### config.mk
export PLATFORM = sky130hd
export DESIGN_NAME = hmac_dual16
export DESIGN_NICKNAME = d
export VERILOG_FILES = /design/src/rtl/hmac_dual16.sv
export SDC_FILE = /design/constraint.sdc
export NUM_CORES = 2
export LEC_CHECK = 0
export BUFFER_PORTS_ARGS = -buffer_cell sky130_fd_sc_hd__buf_2
export CORE_ASPECT_RATIO = 1.2
export CORE_UTILIZATION = 57
export DETAILED_ROUTE_END_ITERATION = 10
export GPL_ROUTABILITY_DRIVEN = 0
export HOLD_SLACK_MARGIN = 0.05
export PLACE_DENSITY = 0.91
export SYNTH_ARGS = -nofsm -noshare
export SYNTH_HDL_FRONTEND = slang
export SYNTH_SLANG_ARGS = --single-unit
### constraint.sdc
create_clock -name clk -period 0.8 [get_ports clk]
set_clock_uncertainty 0.05 [all_clocks]
set_input_delay 0.04 -clock clk [delete_from_list [all_inputs] [get_ports clk]]
set_output_delay 0.04 -clock clk [all_outputs]
set_load 0.005 [all_outputs]
### src/rtl/hmac_dual16.sv
module hmac_dual16 #(
  parameter int IDX_W  = 4,
  parameter int WORD_W = 32
) (
  input  logic              clk,
  input  logic              rst_n,
  input  logic              valid_i,
  input  logic [31:0]       instr_i,
  input  logic              unit_en_i,
  output logic [IDX_W-1:0]  rs_a_idx_o,
  output logic [IDX_W-1:0]  rs_b_idx_o,
  output logic [IDX_W-1:0]  rs_c_idx_o,
  output logic [IDX_W-1:0]  rs_d_idx_o,
  input  logic [WORD_W-1:0] rs_a_dat_i,
  input  logic [WORD_W-1:0] rs_b_dat_i,
  input  logic [WORD_W-1:0] rs_c_dat_i,
  input  logic [WORD_W-1:0] rs_d_dat_i,
  output logic              wa_en_o,
  output logic [IDX_W-1:0]  wa_idx_o,
  output logic [WORD_W-1:0] wa_dat_o,
  output logic              wd_en_o,
  output logic [IDX_W-1:0]  wd_idx_o,
  output logic [WORD_W-1:0] wd_dat_o
);
  localparam int HALF_W = WORD_W / 2;
  localparam int A_LSB  = 6;
  localparam int B_LSB  = A_LSB + IDX_W;
  localparam int C_LSB  = B_LSB + IDX_W;
  localparam int D_LSB  = C_LSB + IDX_W;
  localparam int OP_LSB = D_LSB + IDX_W;
  localparam int AP_LSB = OP_LSB + 2;
  localparam int TOP_USED = AP_LSB + 2;

  logic [1:0] opat, apat;
  assign rs_a_idx_o = instr_i[A_LSB +: IDX_W];
  assign rs_b_idx_o = instr_i[B_LSB +: IDX_W];
  assign rs_c_idx_o = instr_i[C_LSB +: IDX_W];
  assign rs_d_idx_o = instr_i[D_LSB +: IDX_W];
  assign opat       = instr_i[OP_LSB +: 2];
  assign apat       = instr_i[AP_LSB +: 2];

  wire unused_fields = ^{instr_i[31:TOP_USED], instr_i[A_LSB-1:0]};

  logic [WORD_W-1:0] a_w, b_w, c_w, d_w;
  assign a_w = (rs_a_idx_o == '0) ? '0 : rs_a_dat_i;
  assign b_w = (rs_b_idx_o == '0) ? '0 : rs_b_dat_i;
  assign c_w = (rs_c_idx_o == '0) ? '0 : rs_c_dat_i;
  assign d_w = (rs_d_idx_o == '0) ? '0 : rs_d_dat_i;

  logic signed [HALF_W-1:0] b_hi, b_lo, c_hi, c_lo, l_b, r_b;
  assign b_hi = b_w[WORD_W-1:HALF_W];
  assign b_lo = b_w[HALF_W-1:0];
  assign c_hi = c_w[WORD_W-1:HALF_W];
  assign c_lo = c_w[HALF_W-1:0];
  assign l_b  = opat[0] ? b_lo : b_hi;
  assign r_b  = opat[1] ? b_hi : b_lo;

  logic signed [WORD_W-1:0] prod_l, prod_r;
  assign prod_l = l_b * c_hi;
  assign prod_r = r_b * c_lo;

  logic [WORD_W-1:0] res_l, res_r;
  assign res_l = apat[1] ? a_w - prod_l : a_w + prod_l;
  assign res_r = apat[0] ? d_w - prod_r : d_w + prod_r;

  logic fire;
  assign fire = valid_i & unit_en_i;

  always_ff @(posedge clk or negedge rst_n) begin
    if (!rst_n) begin
      wa_en_o  <= 1'b0;
      wd_en_o  <= 1'b0;
      wa_idx_o <= '0;
      wd_idx_o <= '0;
      wa_dat_o <= '0;
      wd_dat_o <= '0;
    end else begin
      wa_en_o  <= fire && (rs_a_idx_o != '0) && (rs_a_idx_o != rs_d_idx_o);
      wd_en_o  <= fire && (rs_d_idx_o != '0);
      wa_idx_o <= rs_a_idx_o;
      wd_idx_o <= rs_d_idx_o;
      wa_dat_o <= res_l;
      wd_dat_o <= res_r;
    end
  end


  no_stray_write_chk: assert property (@(posedge clk) disable iff (!rst_n)
    !(valid_i && unit_en_i) |=> (!wa_en_o && !wd_en_o));


  no_zero_write_chk: assert property (@(posedge clk) disable iff (!rst_n)
    (wa_en_o || wd_en_o) |-> ((!wa_en_o || wa_idx_o != '0) && (!wd_en_o || wd_idx_o != '0)));


  no_dual_same_chk: assert property (@(posedge clk) disable iff (!rst_n)
    (wa_en_o && wd_en_o) |-> (wa_idx_o != wd_idx_o));


  d_lane_fires_chk: assert property (@(posedge clk) disable iff (!rst_n)
    (valid_i && unit_en_i && rs_d_idx_o != '0) |=> (wd_en_o && wd_idx_o == $past(rs_d_idx_o)));


  strobe_pulse_chk: assert property (@(posedge clk) disable iff (!rst_n)
    wd_en_o |-> $past(valid_i && unit_en_i));
endmodule

==> run metrics, run 1 <==
Synth Instances=3192; Netlist cell types=81; Err=[ERROR GRT-0116] Global routing finished with congestion. Check the congestion regions in the DRC Viewer.; Syn Nets=4110; Num CTS Buffers=9; clk root buf=clkbuf_16; most common library cells after synthesis=inv_1 (631), fa_1 (526), nand2_1 (357), nor2_1 (351), ha_1 (228); first-pass GRT wire length=197 mm; asr flop ratio synth=1.00; total track usage=0.549; post-synthesis mux area share=0.0143; total grt overflow=147; CTS H-tree lvls=3; largest family of logic cells by synthesized area=adder cells; Detailed Place HPWL=85.5 mm; Synth Flop Type=dfrtp_1; synthesized cell area=27200 um2; Mean Syn Cell Area=8.52 um2; vias in the first global route=34900; largest net degree at the start of global routing=33; Port Buffers=241; Placed Cells=4638; CTS Sinks=74; Initial Util=0.579; number of core rows=87; post-synthesis simple-gate area fraction=0.168; Ports=254; clk buf depth=2; sequential area share after synthesis=0.0681; Yosys top cell area share=0.387; Die X=201 um; Die Y=241 um; largest cells by area after synthesis=fa_1 (39%), ha_1 (10%), inv_1 (8.7%); last stage reached=5_1_grt; compound-gate portion of the synthesized area=0.0937; EDFF count, synth=0; post-synthesis xor/xnor area fraction=0.0576; register bit total from synthesis=74; most frequent cell after synthesis=inv_1; Synth area leader=fa_1; status=did not finish; Post-Synth Adder-Cell Area=0.492; Syn. warnings=0; area post-placement=35000 um2
==> per-stage QoR <==
step	setup slack, ns	utilization
floorplan	-7.39	-
global placement	-7.73	0.745
detailed placement	-8.19	0.745
CTS	-7.68	0.771
==> per-layer routing <==
| layer | overflow | global-route usage |
|---|---|---|
| met5 | 0 | 0.126 |
| met4 | 74 | 0.591 |
| met3 | 2 | 0.353 |
| met2 | 71 | 0.813 |
| met1 | 0 | 0.474 |
==> logic make-up after synthesis <==
family	after synthesis
simple gates	1013
buf+inv	755
fa+ha+maj	754
compound gates	382
xor+xnor	179
flops	74
mux	35
==> what timing repair did <==
item | 4_1_cts
endpoints found under the setup margin | 139
pin swaps | 33
cloned | 2
buffers inserted | 10
resized for setup | 132
hold buffers | 11
endpoints found under the hold margin | 85
==> run 2, diff against run 1 <==
- CORE_ASPECT_RATIO: 1.2 -> default
- CORE_UTILIZATION: 57 -> 40
- HOLD_SLACK_MARGIN: 0.05 -> default
- PLACE_DENSITY: 0.91 -> default
- PLACE_DENSITY_LB_ADDON: default -> 0.15
- clock period: 0.8 -> 1.04 ns (I/O delays scaled with it)
==> run 2 against run 1 <==
The flow now finishes, with violations (setup timing). Synthesized area stayed put. Synthesized cell count stayed put.
==> run metrics, run 2 <==
status=finished, violations left (was did not finish); failing checks=setup timing; post-synthesis xor/xnor area fraction=0.0576 (unchanged); CP Data Arrival Time=8.50 ns; Die X=263 um (was 201 um); fin. max-slew vios=0; clk buf depth=2 (unchanged); Max-slew headroom=0.661; Die Y=263 um (was 241 um); fin nets=5026; Yosys top cell area share=0.387 (unchanged); Core Region=67300 um2; First DRT Iteration DRCs=1121; Placed Cells=4920 (was 4638); unrepaired setup endpoints after global routing=true; minimum clock period=8.27 ns; CTS tree=yes; Mean Syn Cell Area=8.52 um2 (unchanged); crit path capture type=register; Top Registers=wa_dat_o x32, wd_dat_o x32; max incr delay on CP=0.67 ns; Area growth, synth to finish=38.9%; commonest non-fill, non-tap cell in the layout=buf_4; total track usage=0.260; Tcrit/Tclk final=7.95; compound-gate portion of the synthesized area=0.0937 (unchanged); CTS Sinks=74 (unchanged); Top Layer Used=met4; pre-CTS setup slack=-7.72 ns (was -8.19 ns); Worst setup SP type=input pin; Avg WL per Cell=17.4 um; die area=69100 um2; fin cells=4987; clk root buf=clkbuf_16 (unchanged); Final setup viols=64; Worst EP required=1.27 ns; Synth Flop Type=dfrtp_1 (unchanged); wl on met1=29.6 mm; total grt overflow=0; clock transition at the registers of the reported paths=0.07 ns; asr flop ratio synth=1.00 (unchanged); Ports=254 (unchanged); Post-Route WL=86.7 mm; largest cells by area after synthesis=fa_1 (39%), ha_1 (10%), inv_1 (8.7%) (unchanged); largest family of logic cells by synthesized area=adder cells (unchanged); Max FO, Critical Path=8; metal3 WL=3.37 mm; register bit total from synthesis=74 (unchanged); EDFF count, synth=0 (unchanged); commonest cells after routing, fill and taps aside=buf_4 (737), inv_1 (619), fa_1 (516); post-synthesis mux area share=0.0143 (unchanged); number of core rows=95 (was 87); Initial Util=0.404 (was 0.579); drt pass-1 iters=5; initial antenna violation count=1; Syn Nets=4110 (unchanged); fin worst setup slack=-7.23 ns; Synth area leader=fa_1 (unchanged); first-pass GRT wire length=143 mm; share of cells above drive strength 1=0.349; MaxCap Viol Count=0; slowest CP cell=or4_4; Post-Synth Adder-Cell Area=0.492 (unchanged); most frequent cell after synthesis=inv_1 (unchanged); worst hold path type=in2reg; Detailed Place HPWL=76.3 mm (was 85.5 mm); Netlist cell types=81 (unchanged); Util after Layout=0.562; most common library cells after synthesis=inv_1 (631), fa_1 (526), nand2_1 (357), nor2_1 (351), ha_1 (228) (unchanged); most frequent CP cell=fa_1; Port Buffers=241 (unchanged); metal2 WL=49.1 mm; Num CTS Buffers=9 (unchanged); fmax=121 MHz; Fillers=6078; largest net degree at the start of global routing=33; worst-margin pin slew=0.509 ns; Synth Instances=3192 (unchanged); post-synthesis simple-gate area fraction=0.168 (unchanged); post-route ant nets=0; # DRC=0; crit path kind=in2reg; synthesized cell area=27200 um2 (unchanged); area post-placement=35600 um2 (was 35000 um2); Hold Fails Final Rpt=0; Syn. warnings=0 (unchanged); fin area=37800 um2; via count=25300; sequential area share after synthesis=0.0681 (unchanged); CTS H-tree lvls=3 (unchanged); vias in the first global route=28400; vias per inst=5.07
run 2: cell counts after synthesis:
No cell type changed its count.
run 2: final timing paths:
check | from | end | slack, ns | cells past startpoint
max | instr_i[16] | wd_dat_o[31] | -7.23 | 36
min | rs_d_dat_i[0] | wd_dat_o[0] | 0.04 | 4
max in group asynchronous | rst_n | wd_dat_o[14] | 0.36 | 3
min in group asynchronous | rst_n | wa_dat_o[21] | 0.10 | 2
run 2: layout make-up:
| class | instances | area [um2] | share of cell area |
|---|---|---|---|
| Multi-Input combinational cell | 2364 | 24700 | 0.654 |
| Timing Repair Buffer | 1028 | 7480 | 0.198 |
| Inverter | 631 | 2370 | 0.0626 |
| Sequential cell | 74 | 1850 | 0.0490 |
| Tap cell | 873 | 1090 | 0.0289 |
| Clock buffer | 10 | 229 | 0.00606 |
| Clock inverter | 6 | 65.1 | 0.00172 |
| Antenna cell | 1 | 2.50 | 0.0000662 |
run 2: critical path, delay by kind of cell:
family	cells	cell delay, ns
AO/OA/AOI/OAI	5	0.92
XOR/XNOR	4	0.52
adder cells (fa/ha/maj)	8	3.53
buffers and inverters	9	0.92
AND/OR/NAND/NOR	10	2.50
run 2: cell families (layout without fill, tap and decap cells):
| logic type | after synthesis | in the layout |
|---|---|---|
| simple gates | 1013 | 1014 |
| buf+inv | 755 | 1675 |
| fa+ha+maj | 754 | 754 |
| compound gates | 382 | 382 |
| xor+xnor | 179 | 179 |
| flops | 74 | 74 |
| mux | 35 | 35 |
| other cells | 0 | 1 |
run 2: timing repair:
action                                 4_1_cts  5_1_grt
setup buffers                               11       28
pin swaps                                   22       64
cloned                                       1        2
hold buffers                                11        0
resized for setup                          122      176
setup endpoints to repair                   64       64
endpoints found under the hold margin       84        0
run 2: layer usage:
| layer | track usage | vias up |
|---|---|---|
| met3 | 0.0262 | 218 |
| li1 | - | 11700 |
| met4 | 0.116 | 0 |
| met1 | 0.268 | 12700 |
| met2 | 0.522 | 627 |
| met5 | 0 | - |
run 2: through the flow:
stage	hold slack (ns)	TNS, ns
2_1_floorplan	-0.294	-335.77
3_3_place_gp	-0.0831	-375.34
3_5_place_dp	-0.0746	-377.81
4_1_cts	0.0331	-346.47
5_1_grt	0.0454	-362.01
6_report	0.0366	-346.40
Power of run 2 is left out: the tool's default activity adds up to more than one toggle a clock period on the data nets, which glitch-free logic cannot reach.
